--- config.mk ---
export PLATFORM = sky130hd
export DESIGN_NAME = loc_irq_ctrl
export DESIGN_NICKNAME = d
export VERILOG_FILES = /design/src/rtl/loc_irq_pkg.sv /design/src/rtl/loc_irq_regs.sv /design/src/rtl/loc_irq_route.sv /design/src/rtl/loc_irq_ctrl.sv
export SDC_FILE = /design/constraint.sdc
export NUM_CORES = 1
export LEC_CHECK = 0
export BUFFER_PORTS_ARGS = -buffer_cell sky130_fd_sc_hd__buf_4
export CAP_MARGIN = 10
export CELL_PAD_IN_SITES_DETAIL_PLACEMENT = 0
export CELL_PAD_IN_SITES_GLOBAL_PLACEMENT = 1
export CORE_MARGIN = 3
export CORE_UTILIZATION = 45
export DETAILED_ROUTE_END_ITERATION = 8
export PLACE_DENSITY = 0.95
export SLEW_MARGIN = 5
export SYNTH_ARGS = -nofsm -noshare
export SYNTH_HDL_FRONTEND = slang
export SYNTH_SLANG_ARGS = --single-unit
export TNS_END_PERCENT = 50
--- constraint.sdc ---
create_clock -name clk -period 5.69 [get_ports clk]
set_input_delay 0.569 -clock clk [delete_from_list [all_inputs] [get_ports clk]]
set_output_delay 0.569 -clock clk [all_outputs]
set_load 0.03 [all_outputs]
--- src/rtl/loc_irq_pkg.sv ---
package loc_irq_pkg;
  localparam int ADDR_W  = 8;
  localparam int DATA_W  = 32;
  localparam int NSRC    = 6;
  localparam int NHW     = 4;
  localparam int CTL_W   = 3;
  localparam int IDX_W   = 6;

  // source positions in pending / enable vectors
  localparam int SRC_WDOG = 0;
  localparam int SRC_CMP  = 1;
  localparam int SRC_TMR  = 2;
  localparam int SRC_PERF = 3;
  localparam int SRC_SW0  = 4;

  // control word bits
  localparam int CTL_EXT  = 0;
  localparam int CTL_TMRR = 1;
  localparam int CTL_PRFR = 2;

  localparam logic [ADDR_W-1:0] OFF_CTL  = 8'h00;
  localparam logic [ADDR_W-1:0] OFF_PEND = 8'h04;
  localparam logic [ADDR_W-1:0] OFF_EN   = 8'h08;
  localparam logic [ADDR_W-1:0] OFF_ENCL = 8'h0C;
  localparam logic [ADDR_W-1:0] OFF_ENST = 8'h10;
  localparam logic [ADDR_W-1:0] OFF_SOFT = 8'h20;

  typedef struct packed {
    logic             to_pin;
    logic             to_nmi;
    logic             to_yld;
    logic [IDX_W-1:0] idx;
  } route_t;

  // routing words: 0x40 upward, one word skipped after the timer slot
  function automatic logic [ADDR_W-1:0] route_off(input int s);
    return ADDR_W'(32'h40 + 4 * s + ((s >= 3) ? 4 : 0));
  endfunction
endpackage

--- src/rtl/loc_irq_regs.sv ---
module loc_irq_regs
  import loc_irq_pkg::*;
(
  input  logic                   clk,
  input  logic                   rst_n,
  input  logic                   wr_en,
  input  logic [ADDR_W-1:0]      wr_addr,
  input  logic [DATA_W-1:0]      wr_data,
  input  logic [ADDR_W-1:0]      rd_addr,
  input  logic [NHW-1:0]         hw_evt,
  output logic [DATA_W-1:0]      rd_data,
  output logic [NSRC-1:0]        pend,
  output logic [NSRC-1:0]        en,
  output logic [CTL_W-1:0]       ctl,
  output route_t [NSRC-1:0]      route
);
  localparam int NSW = NSRC - NHW;

  logic hit_ctl, hit_pend, hit_encl, hit_enst, hit_soft;
  logic [NSRC-1:0] wbits;
  logic [NSRC-1:0] pend_nx, en_nx;
  logic unused_bits;

  assign hit_ctl  = wr_en && (wr_addr == OFF_CTL);
  assign hit_pend = wr_en && (wr_addr == OFF_PEND);
  assign hit_encl = wr_en && (wr_addr == OFF_ENCL);
  assign hit_enst = wr_en && (wr_addr == OFF_ENST);
  assign hit_soft = wr_en && (wr_addr == OFF_SOFT);
  assign wbits    = wr_data[NSRC-1:0];
  assign unused_bits = ^wr_data[28:NSRC];

  always_comb begin
    pend_nx = pend;
    for (int k = 0; k < NHW; k++) begin
      // pulse has priority over a software clear in the same cycle
      pend_nx[k] = hw_evt[k] | (pend[k] & ~(hit_pend & wbits[k]));
    end
    if (hit_soft) pend_nx[NSRC-1:NHW] = wr_data[NSW-1:0];
    en_nx = en;
    if (hit_encl) en_nx = en_nx & ~wbits;
    if (hit_enst) en_nx = en_nx | wbits;
  end

  always_ff @(posedge clk or negedge rst_n) begin
    if (!rst_n) begin
      pend  <= '0;
      en    <= '0;
      ctl   <= '0;
      route <= '0;
    end else begin
      pend <= pend_nx;
      en   <= en_nx;
      if (hit_ctl) ctl <= wr_data[CTL_W-1:0];
      for (int s = 0; s < NSRC; s++) begin
        if (wr_en && (wr_addr == route_off(s)))
          route[s] <= {wr_data[31], wr_data[30], wr_data[29], wr_data[IDX_W-1:0]};
      end
    end
  end

  always_comb begin
    rd_data = '0;
    case (rd_addr)
      OFF_CTL:  rd_data[CTL_W-1:0] = ctl;
      OFF_PEND: rd_data[NSRC-1:0]  = pend;
      OFF_EN:   rd_data[NSRC-1:0]  = en;
      default:  rd_data = '0;
    endcase
    for (int s = 0; s < NSRC; s++) begin
      if (rd_addr == route_off(s))
        rd_data = {route[s].to_pin, route[s].to_nmi, route[s].to_yld,
                   {(DATA_W-3-IDX_W){1'b0}}, route[s].idx};
    end
  end

  // a hardware pulse always leaves its pending bit set
  p_pulse_latch_r2: assert property (@(posedge clk) disable iff (!rst_n)
    (|hw_evt) |=> ((pend[NHW-1:0] & $past(hw_evt)) == $past(hw_evt)));

  // write-1 clear takes effect on bits without a concurrent pulse
  p_pend_clear_r2: assert property (@(posedge clk) disable iff (!rst_n)
    hit_pend |=> ((pend[NHW-1:0] & $past(wbits[NHW-1:0] & ~hw_evt)) == '0));

  // set port enables every written 1
  p_en_set_r4: assert property (@(posedge clk) disable iff (!rst_n)
    hit_enst |=> ((en & $past(wbits)) == $past(wbits)));

  // clear port disables every written 1
  p_en_clear_r4: assert property (@(posedge clk) disable iff (!rst_n)
    hit_encl |=> ((en & $past(wbits)) == '0));

  // a write to the enable readback offset changes nothing
  p_en_ro_r4: assert property (@(posedge clk) disable iff (!rst_n)
    (wr_en && wr_addr == OFF_EN) |=> $stable(en));
endmodule

--- src/rtl/loc_irq_route.sv ---
module loc_irq_route
  import loc_irq_pkg::*;
#(
  parameter int NUM_PINS    = 6,
  parameter int DEFAULT_PIN = 5
) (
  input  logic                 clk,
  input  logic                 rst_n,
  input  logic [NSRC-1:0]      pend,
  input  logic [NSRC-1:0]      en,
  input  logic [CTL_W-1:0]     ctl,
  input  route_t [NSRC-1:0]    route,
  output logic [NUM_PINS-1:0]  pin_o,
  output logic                 nmi_o,
  output logic                 yield_o
);
  logic [NSRC-1:0][NUM_PINS-1:0] pin_vec;
  logic [NSRC-1:0]               nmi_vec, yld_vec, live;
  logic [NUM_PINS-1:0]           pins_any;

  for (genvar s = 0; s < NSRC; s++) begin : g_src
    logic fixed;
    assign live[s] = pend[s] & en[s];
    if (s == SRC_TMR) begin : g_tmr
      assign fixed = ~ctl[CTL_TMRR];
    end else if (s == SRC_PERF) begin : g_prf
      assign fixed = ~ctl[CTL_PRFR];
    end else begin : g_map
      assign fixed = 1'b0;
    end
    for (genvar p = 0; p < NUM_PINS; p++) begin : g_pin
      assign pin_vec[s][p] = live[s] &
        (fixed ? (p == DEFAULT_PIN)
               : (route[s].to_pin && route[s].idx == IDX_W'(p)));
    end
    assign nmi_vec[s] = live[s] & ~fixed & route[s].to_nmi;
    assign yld_vec[s] = live[s] & ~fixed & route[s].to_yld;
  end

  always_comb begin
    pins_any = '0;
    for (int s = 0; s < NSRC; s++) pins_any = pins_any | pin_vec[s];
  end

  assign pin_o   = ctl[CTL_EXT] ? '0 : pins_any;
  assign nmi_o   = |nmi_vec;
  assign yield_o = |yld_vec;

  // external-controller mode silences every pin
  p_ext_quiet_r8: assert property (@(posedge clk) disable iff (!rst_n)
    ctl[CTL_EXT] |-> (pin_o == '0));

  // any asserted output needs a source that is both pending and enabled
  p_out_needs_src_r5: assert property (@(posedge clk) disable iff (!rst_n)
    ((pin_o != '0) || nmi_o || yield_o) |-> ((pend & en) != '0));

  // a non-routable timer that is live keeps the default pin up
  p_tmr_default_r7: assert property (@(posedge clk) disable iff (!rst_n)
    (live[SRC_TMR] && !ctl[CTL_TMRR] && !ctl[CTL_EXT]) |-> pin_o[DEFAULT_PIN]);
endmodule

--- src/rtl/loc_irq_ctrl.sv ---
module loc_irq_ctrl
  import loc_irq_pkg::*;
#(
  parameter int NUM_PINS    = 6,
  parameter int DEFAULT_PIN = 5
) (
  input  logic                clk,
  input  logic                rst_n,
  input  logic                wr_en,
  input  logic [7:0]          wr_addr,
  input  logic [31:0]         wr_data,
  input  logic [7:0]          rd_addr,
  output logic [31:0]         rd_data,
  input  logic [3:0]          hw_evt_i,
  output logic [NUM_PINS-1:0] pin_o,
  output logic                nmi_o,
  output logic                yield_o
);
  logic [NSRC-1:0]   pend, en;
  logic [CTL_W-1:0]  ctl;
  route_t [NSRC-1:0] route;

  loc_irq_regs u_regs (
    .clk     (clk),
    .rst_n   (rst_n),
    .wr_en   (wr_en),
    .wr_addr (wr_addr),
    .wr_data (wr_data),
    .rd_addr (rd_addr),
    .hw_evt  (hw_evt_i),
    .rd_data (rd_data),
    .pend    (pend),
    .en      (en),
    .ctl     (ctl),
    .route   (route)
  );

  loc_irq_route #(
    .NUM_PINS    (NUM_PINS),
    .DEFAULT_PIN (DEFAULT_PIN)
  ) u_route (
    .clk     (clk),
    .rst_n   (rst_n),
    .pend    (pend),
    .en      (en),
    .ctl     (ctl),
    .route   (route),
    .pin_o   (pin_o),
    .nmi_o   (nmi_o),
    .yield_o (yield_o)
  );
endmodule

==> metrics, run 1 <==
run status=completed; clock share of power=0.407; width of the chip=102.7 um; startpoint class of the critical path=input port; Worst Tran Pin Value=1.167 ns; half-perimeter wire length after detailed placement=8.816 mm; relative contribution of sequential cells to total power=0.475; post-synth top area share=0.4107; RePlAce Congestion=0.9839; height of the die=102.7 um; clock buffer depth=2; CP peak stage delay=0.61 ns; Routed Antenna Nets=0; number of distinct library cells after synthesis=48; DRT Wirelength=12.27 mm; number of antenna violations at the first check in global routing=0; 1st-pass router iterations=7; Net Sw Frac=0.2854; Leakage=2.084 nW; number of nets in the finished design=521; path type of the worst min-delay path=input port to async pin; number of placement rows=34; number of vias in the routed layout=3,831; least setup slack across all paths after layout=2.300 ns; number of maximum-capacitance constraint violations=0; synthesis-to-layout area growth=13.51%; ys async rst share=1.000; EDFF count, synth=0; via count normalized by instance count=6.617; Worst Reg-to-Reg Cells=1; clock tree from TritonCTS=built; number of H-tree levels=3; fmax=0.2950 GHz; library cell used as clock root buffer=sky130_fd_sc_hd__clkbuf_8; endpoint required time on the critical path=5.12 ns; DR iter-0 viols=432; number of CTS-inserted buffers=9; element type at the critical path end=output port; Hold Violations, Final=0; cell taking the most area after synthesis=sky130_fd_sc_hd__dfrtp_1; total internal power=0.8160 mW; clock-pin transition on the worst setup and hold timing paths=0.09 ns; peak fanout along the critical path=23; kind of cell adding the most delay to the critical path=simple AND/OR/NAND/NOR gates; # DRC=0; critical path class=input port to output port; worst-path cell chain=buf_4 > or4b_4 > nor4_4 > a21oi_1 > or4_1 > a22oi_1 > buf_4; setup repair after global routing missed its margin=no; fraction of final layout cells with drive strength greater than 1=0.2887; Setup WS pre-CTS=2.334 ns; input/output buffers=48; synthesized area=4204 um2; sink count of the clock tree=69; final instance area=4772 um2; crit share post-route=0.5958; switching power=0.3259 mW; clock latency of the later-clocked register in the worst-skew pair=0.36 ns; first-pass GRT wire length=19.02 mm; Avg Inst Size Synth=9.869 um2; number of setup violations in the final report=0; combinational cell fraction of total power=0.118; Total Neg Setup Slack=0 ns; number of warnings printed during yosys synthesis=0; via count of the first global-routing pass=3,535; global-route total usage across every layer=0.2408; Inserted Diodes=0; time the worst path needs with I/O delays and setup=3.390 ns; Synth area leaders=sky130_fd_sc_hd__dfrtp_1 41%, sky130_fd_sc_hd__mux2_2 16%, sky130_fd_sc_hd__buf_4 4.1%, sky130_fd_sc_hd__nand2_1 3.2%, sky130_fd_sc_hd__nor2_1 2.1%; number of buffers inserted for hold repair after clock tree synthesis=0; Clock Skews=0 ns; register bit total from synthesis=69; max-slew headroom at the worst pin=0.2190; CP Data Arrival Time=2.82 ns; residual overflow from global routing=0; sequential element share of the synthesized area=0.4107; Placed Instance Area=4542 um2; reg-to-reg setup timing slack=4.78 ns; I/O pin count=95; cell repeated most along the worst path=sky130_fd_sc_hd__buf_4; die area=10,540 um2; Power Total=1.142 mW; placeable core region=8891 um2; slowest stage cell on the critical path=sky130_fd_sc_hd__or4b_4; maximum number of pins on one net before global-route repair=70; number of instances in the synthesized netlist=426; setup fix buffers added after clock tree synthesis=0; post-cts resize count=0; number of buffer and inverter stages on the critical path=2; routed length per instance=21.20 um; Power Dens Cells=239.3 nW/um2; Critical R2R Launch=u_regs.ctl[0]; largest vdd supply drop=174.1 uV; reg2reg end=u_regs.ctl[0]; ys flop type=sky130_fd_sc_hd__dfrtp_1; effective utilization at floorplan=0.4728; count of pins over their slew limit=0
power by group through the flow:
stage | logic [mW] | registers [mW] | clock network (mW)
after floorplan | 0.0971 | 0.538 | 0
after global placement | 0.130 | 0.549 | 0
after detailed placement | 0.133 | 0.550 | 0
after CTS | 0.134 | 0.540 | 0.469
after global routing | 0.146 | 0.545 | 0.494
final | 0.135 | 0.542 | 0.465
cells by family (layout without fill, tap and decap cells):
| logic type | after synthesis | in the layout | synth area share |
|---|---|---|---|
| and+or+nand+nor | 156 | 156 | 0.2086 |
| muxes | 64 | 64 | 0.1702 |
| AOI/OAI and AO/OA | 87 | 87 | 0.1452 |
| buffers and inverters | 49 | 72 | 0.06429 |
| other | 1 | 23 | 0.0008920 |
| DFF | 69 | 69 | 0.4107 |
through the flow:
step,utilization,hold WS [ns],instances
2_1_floorplan,-,0.2734,448
4_1_cts,0.5367,0.3292,579
6_report,0.5367,0.3050,579
3_5_place_dp,0.5108,0.5163,563
3_3_place_gp,0.5108,0.5076,563
5_1_grt,0.5367,0.3651,579
cell type report:
| cell class | count | area (um2) |
|---|---|---|
| clock buffer | 9 | 123.9 |
| multi-input combinational | 330 | 2290 |
| timing repair buffer | 48 | 360.3 |
| inverter | 8 | 30.03 |
| clock inverter | 7 | 106.4 |
| fill | 797 | 4119 |
| tap | 108 | 135.1 |
| sequential | 69 | 1727 |
worst max-delay path by stage:
stage                           from          to  cells past startpoint
after floorplan           rd_addr[2]  rd_data[0]                      5
after global placement    rd_addr[7]  rd_data[5]                      7
after detailed placement  rd_addr[2]  rd_data[2]                      7
after CTS                 rd_addr[2]  rd_data[2]                      7
after global routing      rd_addr[7]  rd_data[5]                      7
final                     rd_addr[2]  rd_data[2]                      7
state kept, by name, indices dropped and copies added (netlist names), named ones only:
register and flops:
u_regs.ctl 3, u_regs.pend 6, u_regs.route 54
cell usage after synthesis (3+ instances only):
cell type                  number
sky130_fd_sc_hd__nand2b_1       6
sky130_fd_sc_hd__a21oi_1       17
sky130_fd_sc_hd__a31oi_1       10
sky130_fd_sc_hd__nand4_1        6
sky130_fd_sc_hd__nand3_1       16
sky130_fd_sc_hd__o211ai_1       5
sky130_fd_sc_hd__nand3b_1       4
sky130_fd_sc_hd__mux2i_1        4
sky130_fd_sc_hd__mux2_2        60
sky130_fd_sc_hd__or4b_2         3
sky130_fd_sc_hd__buf_4         23
sky130_fd_sc_hd__a32oi_1        8
sky130_fd_sc_hd__nor3_1        10
sky130_fd_sc_hd__or3_1          6
sky130_fd_sc_hd__nor4_1        11
sky130_fd_sc_hd__nor2_1        24
sky130_fd_sc_hd__a22oi_1        7
sky130_fd_sc_hd__nor2b_1        7
sky130_fd_sc_hd__nor3b_1        5
sky130_fd_sc_hd__a21o_1         6
sky130_fd_sc_hd__buf_1          4
sky130_fd_sc_hd__nand2_1       36
sky130_fd_sc_hd__nor4b_1        5
sky130_fd_sc_hd__or4_1          3
sky130_fd_sc_hd__a211oi_1       4
sky130_fd_sc_hd__o22ai_1        5
sky130_fd_sc_hd__a22o_1         6
sky130_fd_sc_hd__dfrtp_1       69
sky130_fd_sc_hd__inv_1          8
sky130_fd_sc_hd__clkbuf_1      14
sky130_fd_sc_hd__o21ai_0        8
cells in the final DEF (no fill, tap or decap), types with 9 or more instances in the layout:
cell type	count
sky130_fd_sc_hd__dfrtp_1	69
sky130_fd_sc_hd__conb_1	23
sky130_fd_sc_hd__a21oi_1	17
sky130_fd_sc_hd__nand3_1	16
sky130_fd_sc_hd__nor3_1	10
sky130_fd_sc_hd__clkbuf_8	9
sky130_fd_sc_hd__nor2_1	24
sky130_fd_sc_hd__buf_4	48
sky130_fd_sc_hd__nand2_1	36
sky130_fd_sc_hd__mux2_2	60
sky130_fd_sc_hd__nor4_1	11
sky130_fd_sc_hd__a31oi_1	10
layer usage:
metal	track usage	routed length, um	up-vias	part of all wire
met3	0.05142	1239	51	0.10
met2	0.3709	5566	299	0.45
met1	0.3242	4904	1832	0.40
met5	0	0	-	0
met4	0.1150	562	0	0.046
li1	-	-	1649	-
Note: power is estimated with default switching activity, not from simulation.
==> inputs of run 2 (changes only) <==
Settings changed: ABC_AREA set to 1, CORE_UTILIZATION 45 to 39, PLACE_DENSITY 0.95 to 0.9.
Clock period 5.69 ns to 3.5 ns, I/O delays scaled along.
==> metrics, run 2 <==
run status=completed (unchanged); worst-path cell chain=inv_1 > nand2_1 > nor3_1 > nand2_1 > nor2_1 > a21oi_1 > a31oi_1 > buf_4 (was buf_4 > or4b_4 > nor4_4 > a21oi_1 > or4_1 > a22oi_1 > buf_4); largest vdd supply drop=143.6 uV (was 174.1 uV); cell types with the highest counts after synthesis=148 x sky130_fd_sc_hd__nand2_1, 69 x sky130_fd_sc_hd__dfrtp_1, 67 x sky130_fd_sc_hd__inv_1, 52 x sky130_fd_sc_hd__nor2_1, 49 x sky130_fd_sc_hd__o21ai_1 (was 69 x sky130_fd_sc_hd__dfrtp_1, 60 x sky130_fd_sc_hd__mux2_2, 36 x sky130_fd_sc_hd__nand2_1, 24 x sky130_fd_sc_hd__nor2_1, 23 x sky130_fd_sc_hd__buf_4); clock buffer depth=2 (unchanged); register with the most flip-flops=u_regs.route (unchanged); number of CTS-inserted buffers=9 (unchanged); Avg Inst Size Synth=7.328 um2 (was 9.869 um2); global-route total usage across every layer=0.2189 (was 0.2408); Synth area leaders=sky130_fd_sc_hd__dfrtp_1 41%, sky130_fd_sc_hd__nand2_1 13%, sky130_fd_sc_hd__inv_1 5.9%, sky130_fd_sc_hd__o21ai_1 5.8%, sky130_fd_sc_hd__nor2_1 4.6% (was sky130_fd_sc_hd__dfrtp_1 41%, sky130_fd_sc_hd__mux2_2 16%, sky130_fd_sc_hd__buf_4 4.1%, sky130_fd_sc_hd__nand2_1 3.2%, sky130_fd_sc_hd__nor2_1 2.1%); I/O pin count=95 (unchanged); sequential element share of the synthesized area=0.4062 (was 0.4107); Total Neg Setup Slack=0 ns (unchanged); endpoint required time on the critical path=3.15 ns (was 5.12 ns); sink count of the clock tree=69 (unchanged); setup repair after global routing missed its margin=no (unchanged); path type of the worst min-delay path=input port to async pin (unchanged); post-cts resize count=0 (unchanged); effective utilization at floorplan=0.4062 (was 0.4728); synthesized area=4250 um2 (was 4204 um2); crit share post-route=0.6999; cell repeated most along the worst path=sky130_fd_sc_hd__nand2_1 (was sky130_fd_sc_hd__buf_4); RePlAce Congestion=0.9744 (was 0.9839); final instance area=4777 um2 (was 4772 um2); EDFF count, synth=0 (unchanged); number of nets in the finished design=683 (was 521); post-synth top area share=0.4062 (was 0.4107); ys flop type=sky130_fd_sc_hd__dfrtp_1 (unchanged); number of vias in the routed layout=4,039 (was 3,831); DR iter-0 viols=316 (was 432); Routed Antenna Nets=0 (unchanged); input/output buffers=48 (unchanged); clock-pin transition on the worst setup and hold timing paths=0.08 ns (was 0.09 ns); Met2 Wirelength=5.654 mm (was 5.566 mm); Hold Violations, Final=0 (unchanged); number of instances in the synthesized netlist=580 (was 426); uppermost routed layer=met4 (unchanged); height of the die=110.4 um (was 102.7 um); commonest non-fill, non-tap cells in the layout=148 x sky130_fd_sc_hd__nand2_1, 69 x sky130_fd_sc_hd__dfrtp_1, 67 x sky130_fd_sc_hd__inv_1, 52 x sky130_fd_sc_hd__nor2_1, 49 x sky130_fd_sc_hd__o21ai_1 (was 69 x sky130_fd_sc_hd__dfrtp_1, 60 x sky130_fd_sc_hd__mux2_2, 48 x sky130_fd_sc_hd__buf_4, 36 x sky130_fd_sc_hd__nand2_1, 24 x sky130_fd_sc_hd__nor2_1); Worst Tran Pin Value=0.8857 ns (was 1.167 ns); number of flip-flops in the largest register=54 (unchanged); DRT Wirelength=12.49 mm (was 12.27 mm); via count normalized by instance count=5.252 (was 6.617); element type at the critical path end=output port (unchanged); Clock Skews=0 ns (unchanged); number of maximum-capacitance constraint violations=0 (unchanged); number of H-tree levels=3 (unchanged); routed length per instance=16.25 um (was 21.20 um); ys async rst share=1.000 (unchanged); critical path class=register to output port (was input port to output port); count of pins over their slew limit=0 (unchanged); Power Dens Cells=354.3 nW/um2 (was 239.3 nW/um2); Leakage=2.225 nW (was 2.084 nW); width of the chip=110.4 um (was 102.7 um); library cell used as clock root buffer=sky130_fd_sc_hd__clkbuf_8 (unchanged); peak fanout along the critical path=4 (was 23); number of buffers inserted for hold repair after clock tree synthesis=0 (unchanged); # DRC=0 (unchanged); die area=12,190 um2 (was 10,540 um2); Placed Instance Area=4601 um2 (was 4542 um2); maximum number of pins on one net before global-route repair=70 (unchanged); detailed route wirelength on metal3=785 um (was 1.239 mm); number of distinct library cells after synthesis=33 (was 48); max-slew headroom at the worst pin=0.4096 (was 0.2190); Inserted Diodes=0 (unchanged); registers with the highest flip-flop counts=u_regs.route: 54 flops, u_regs.pend: 6 flops, u_regs.ctl: 3 flops (unchanged); fraction of final layout cells with drive strength greater than 1=0.1580 (was 0.2887); cell with the most instances after synthesis=sky130_fd_sc_hd__nand2_1 (was sky130_fd_sc_hd__dfrtp_1); setup fix buffers added after clock tree synthesis=0 (unchanged); most common library cell in the layout ignoring fill and taps=sky130_fd_sc_hd__nand2_1 (was sky130_fd_sc_hd__dfrtp_1); CP Data Arrival Time=2.10 ns (was 2.82 ns); number of warnings printed during yosys synthesis=0 (unchanged); first-pass GRT wire length=19.92 mm (was 19.02 mm); cell taking the most area after synthesis=sky130_fd_sc_hd__dfrtp_1 (unchanged); clock tree from TritonCTS=built (unchanged); number of antenna violations at the first check in global routing=0 (unchanged); residual overflow from global routing=0 (unchanged); number of setup violations in the final report=0 (unchanged); placeable core region=10,460 um2 (was 8891 um2); 1st-pass router iterations=5 (was 7); register bit total from synthesis=69 (unchanged); slowest stage cell on the critical path=sky130_fd_sc_hd__nor3_1 (was sky130_fd_sc_hd__or4b_4); fmax=0.4082 GHz; CP peak stage delay=0.42 ns (was 0.61 ns); M1 wire length=5.625 mm (was 4.904 mm); time the worst path needs with I/O delays and setup=2.450 ns; synthesis-to-layout area growth=12.39% (was 13.51%); via count of the first global-routing pass=3,839 (was 3,535); number of placement rows=37 (was 34); startpoint class of the critical path=register (was input port); clock latency of the later-clocked register in the worst-skew pair=0.35 ns (was 0.36 ns); half-perimeter wire length after detailed placement=9.457 mm (was 8.816 mm)
## run 2: report_power, final
part           leakage, nW  internal (mW)  switching, mW
logic                 1.20         0.0630          0.151
clock network       0.0897          0.278          0.329
registers            0.931          0.832         0.0393
total                 2.22           1.17          0.519
## run 2: critical path: cells and delay by family (launching register included)
kind                   cells  cell delay [ns]
buffers and inverters      2             0.28
DFF                        1             0.41
and+or+nand+nor            4             0.75
AOI/OAI and AO/OA          2             0.31
## run 2: kinds of logic (layout without fill, tap and decap cells)
family / after synthesis / in the layout / share of synthesized area
other cells: 1 / 23 / 0.0008823
flops: 69 / 69 / 0.4062
buf+inv: 105 / 136 / 0.1254
compound gates: 107 / 107 / 0.1422
simple gates: 298 / 298 / 0.3253
## run 2: worst paths after layout
kind                                    end  slack (ns)        startpoint  cells past startpoint
min                        u_regs.route[45]        0.08             rst_n                      1
max reg2reg                   u_regs.ctl[0]        2.65     u_regs.ctl[0]                      2
min in group clk             u_regs.pend[1]        0.18       hw_evt_i[1]                      3
min reg2reg                   u_regs.ctl[1]        0.50     u_regs.ctl[1]                      2
max in group asynchronous  u_regs.route[22]        2.81             rst_n                      1
max                                pin_o[1]        1.05  u_regs.route[31]                      8
## run 2: cell type report
| cell class | instances | area [um2] |
|---|---|---|
| multi-input combinational | 428 | 2073 |
| inverter | 72 | 270.3 |
| clock inverter | 5 | 35.03 |
| fill | 1089 | 5685 |
| tap | 136 | 170.2 |
| sequential | 69 | 1727 |
| timing repair buffer | 48 | 360.3 |
| clock buffer | 11 | 141.4 |
## run 2: per-layer routing
layer / vias to the layer above / track usage
li1: 1960 / -
met1: 1885 / 0.3032
met5: - / 0
met4: 0 / 0.08795
met3: 31 / 0.03436
met2: 163 / 0.3432
## run 2: metrics by stage
stage | total power [mW] | setup WS (ns) | hold WS (ns) | utilization | std cells
3_3_place_gp | 1.094 | 1.320 | 0.4720 | 0.4397 | 753
5_1_grt | 1.764 | 0.8349 | 0.1826 | 0.4566 | 769
4_1_cts | 1.699 | 1.099 | 0.1515 | 0.4566 | 769
2_1_floorplan | 1.030 | 1.626 | 0.05441 | - | 602
3_5_place_dp | 1.100 | 1.298 | 0.4852 | 0.4397 | 753
6_report | 1.693 | 1.050 | 0.08001 | 0.4566 | 769
==> inputs of run 3 (changes only) <==
Settings changed: CORE_UTILIZATION 39 to 35, PLACE_DENSITY 0.9 to 0.86.
Clock period 3.5 ns to 2.23 ns, I/O delays scaled along.
==> metrics, run 3 (synthesized netlist as in run 2, its figures left out) <==
worst hold slack across all endpoints=0.008865 ns (was 0.08001 ns); synthesis-to-layout area growth=18.66% (was 12.39%); count of pins over their slew limit=0 (unchanged); die area=13,500 um2 (was 12,190 um2); DRT Wirelength=13.32 mm (was 12.49 mm); clock buffer depth=2 (unchanged); Placed Instance Area=4654 um2 (was 4601 um2); 1st-pass router iterations=5 (unchanged); fmax=0.4737 GHz; crit share post-route=0.9466; critical path class=register to output port (unchanged); width of the chip=116.2 um (was 110.4 um); sink count of the clock tree=69 (unchanged); switching power=0.8620 mW (was 0.5193 mW); Net Sw Frac=0.2533 (was 0.3068); via count normalized by instance count=5.183 (was 5.252); combinational cell fraction of total power=0.103 (was 0.126); routed length per instance=17.03 um (was 16.25 um); time the worst path needs with I/O delays and setup=2.111 ns; number of flip-flops in the largest register=54 (unchanged); # DRC=0 (unchanged); half-perimeter wire length after detailed placement=10.17 mm (was 9.457 mm); setup repair after global routing missed its margin=no (unchanged); clock tree from TritonCTS=built (unchanged); most common library cell in the layout ignoring fill and taps=sky130_fd_sc_hd__nand2_1 (unchanged); endpoint required time on the critical path=2.01 ns (was 3.15 ns); final instance area=5044 um2 (was 4777 um2); registers with the highest flip-flop counts=u_regs.route: 54 flops, u_regs.pend: 6 flops, u_regs.ctl: 3 flops (unchanged); DR iter-0 viols=327 (was 316); largest vdd supply drop=605.6 uV (was 143.6 uV); input/output buffers=48 (unchanged); startpoint class of the critical path=register (unchanged); effective utilization at floorplan=0.3644 (was 0.4062); CP Data Arrival Time=1.89 ns (was 2.10 ns); Hold Violations, Final=0 (unchanged); Power Dens Cells=674.8 nW/um2 (was 354.3 nW/um2); number of setup violations in the final report=0 (unchanged); number of CTS-inserted buffers=9 (unchanged); library cell used as clock root buffer=sky130_fd_sc_hd__clkbuf_16 (was sky130_fd_sc_hd__clkbuf_8); via count of the first global-routing pass=3,952 (was 3,839); clock share of power=0.494 (was 0.359); path type of the worst min-delay path=input port to async pin (unchanged); number of maximum-capacitance constraint violations=0 (unchanged); commonest non-fill, non-tap cells in the layout=148 x sky130_fd_sc_hd__nand2_1, 69 x sky130_fd_sc_hd__dfrtp_1, 67 x sky130_fd_sc_hd__inv_1, 54 x sky130_fd_sc_hd__buf_4 (was 148 x sky130_fd_sc_hd__nand2_1, 69 x sky130_fd_sc_hd__dfrtp_1, 67 x sky130_fd_sc_hd__inv_1, 52 x sky130_fd_sc_hd__nor2_1, 49 x sky130_fd_sc_hd__o21ai_1); number of placement rows=39 (was 37); max-slew headroom at the worst pin=0.4118 (was 0.4096); Routed Antenna Nets=0 (unchanged); height of the die=116.2 um (was 110.4 um); RePlAce Congestion=0.9306 (was 0.9744); run status=completed (unchanged); Worst Tran Pin Value=0.8823 ns (was 0.8857 ns); placeable core region=11,660 um2 (was 10,460 um2); number of vias in the routed layout=4,053 (was 4,039); Inserted Diodes=0 (unchanged); number of buffers inserted for hold repair after clock tree synthesis=0 (unchanged); element type at the critical path end=output port (unchanged); I/O pin count=95 (unchanged); clock latency of the later-clocked register in the worst-skew pair=0.34 ns (was 0.35 ns); relative contribution of sequential cells to total power=0.403 (was 0.515); register with the most flip-flops=u_regs.route (unchanged); total internal power=2.541 mW (was 1.173 mW); first-pass GRT wire length=21.31 mm (was 19.92 mm); Clock Skews=0 ns (unchanged); number of nets in the finished design=689 (was 683); number of antenna violations at the first check in global routing=0 (unchanged); peak fanout along the critical path=5 (was 4); clock-pin transition on the worst setup and hold timing paths=0.05 ns (was 0.08 ns); residual overflow from global routing=0 (unchanged); maximum number of pins on one net before global-route repair=70 (unchanged); fraction of final layout cells with drive strength greater than 1=0.1753 (was 0.1580); Leakage=2.351 nW (was 2.225 nW); Total Neg Setup Slack=0 ns (unchanged); global-route total usage across every layer=0.2104 (was 0.2189); number of H-tree levels=3 (unchanged)
run 3: changes by cell type in the layout (fill, tap and decap cells not counted), sizes merged:
cell / previous run / this run
buf: 48 / 54
bufinv: 0 / 3
clkinv: 3 / 0
run 3: layout make-up:
type                    instances  area [um2]
fillers                      1219        6619
multi-input cells             428        2113
flip-flops and latches         69        1727
repair buffers                 54       405.4
inverters                      72       270.3
clock buffers                  11       242.7
well taps                     143       178.9
clock inverters                 5       106.4
run 3: path summary, 6_finish.rpt:
check                              start                to  slack, ns  depth (start not counted)
max                        u_regs.ctl[2]          pin_o[1]       0.12                          7
min                                rst_n     u_regs.ctl[0]      0.009                          1
max reg2reg                u_regs.ctl[0]     u_regs.ctl[0]       1.39                          2
min reg2reg                u_regs.ctl[1]     u_regs.ctl[1]       0.49                          2
max in group asynchronous          rst_n  u_regs.route[24]       1.65                          1
min in group clk             hw_evt_i[2]    u_regs.pend[2]       0.07                          3
run 3: worst max-delay path, stage by stage (launching register included):
cell                      delay [ns]
sky130_fd_sc_hd__dfrtp_1        0.36
sky130_fd_sc_hd__inv_1          0.10
sky130_fd_sc_hd__nor3_2         0.34
sky130_fd_sc_hd__nand2_1        0.09
sky130_fd_sc_hd__nor2_1         0.16
sky130_fd_sc_hd__a21oi_1        0.07
sky130_fd_sc_hd__a31oi_1        0.23
sky130_fd_sc_hd__buf_4          0.20
run 3: power groups by stage:
stage	Clock (mW)	Sequential [mW]	Combinational, mW
CTS	1.70	1.37	0.348
detailed placement	0	1.39	0.346
floorplan	0	1.37	0.246
global route	1.75	1.38	0.395
finish	1.68	1.37	0.352
global placement	0	1.39	0.339
run 3: metrics by stage:
stage,utilization,power [mW],std cells,setup WS [ns]
after floorplan,-,1.617,602,0.4829
after global placement,0.3991,1.725,766,0.3416
after detailed placement,0.3991,1.734,766,0.3030
after CTS,0.4303,3.412,782,0.05047
after global routing,0.4325,3.530,782,0.003719
final,0.4325,3.403,782,0.1190
run 3: timing repair:
action / CTS / global route
resized for setup: 3 / 6
setup buffers: 0 / 0
setup endpoints to repair: 3 / 4
hold endpoints to repair: 0 / 0
run 3: layer usage:
layer | global-route usage | vias up | wire length [um] | part of all wire
met3 | 0.04663 | 24 | 906 | 0.068
met5 | 0 | - | 0 | 0
met1 | 0.2797 | 1885 | 5880 | 0.44
li1 | - | 1969 | - | -
met2 | 0.3387 | 175 | 6246 | 0.47
met4 | 0.07502 | 0 | 282 | 0.021
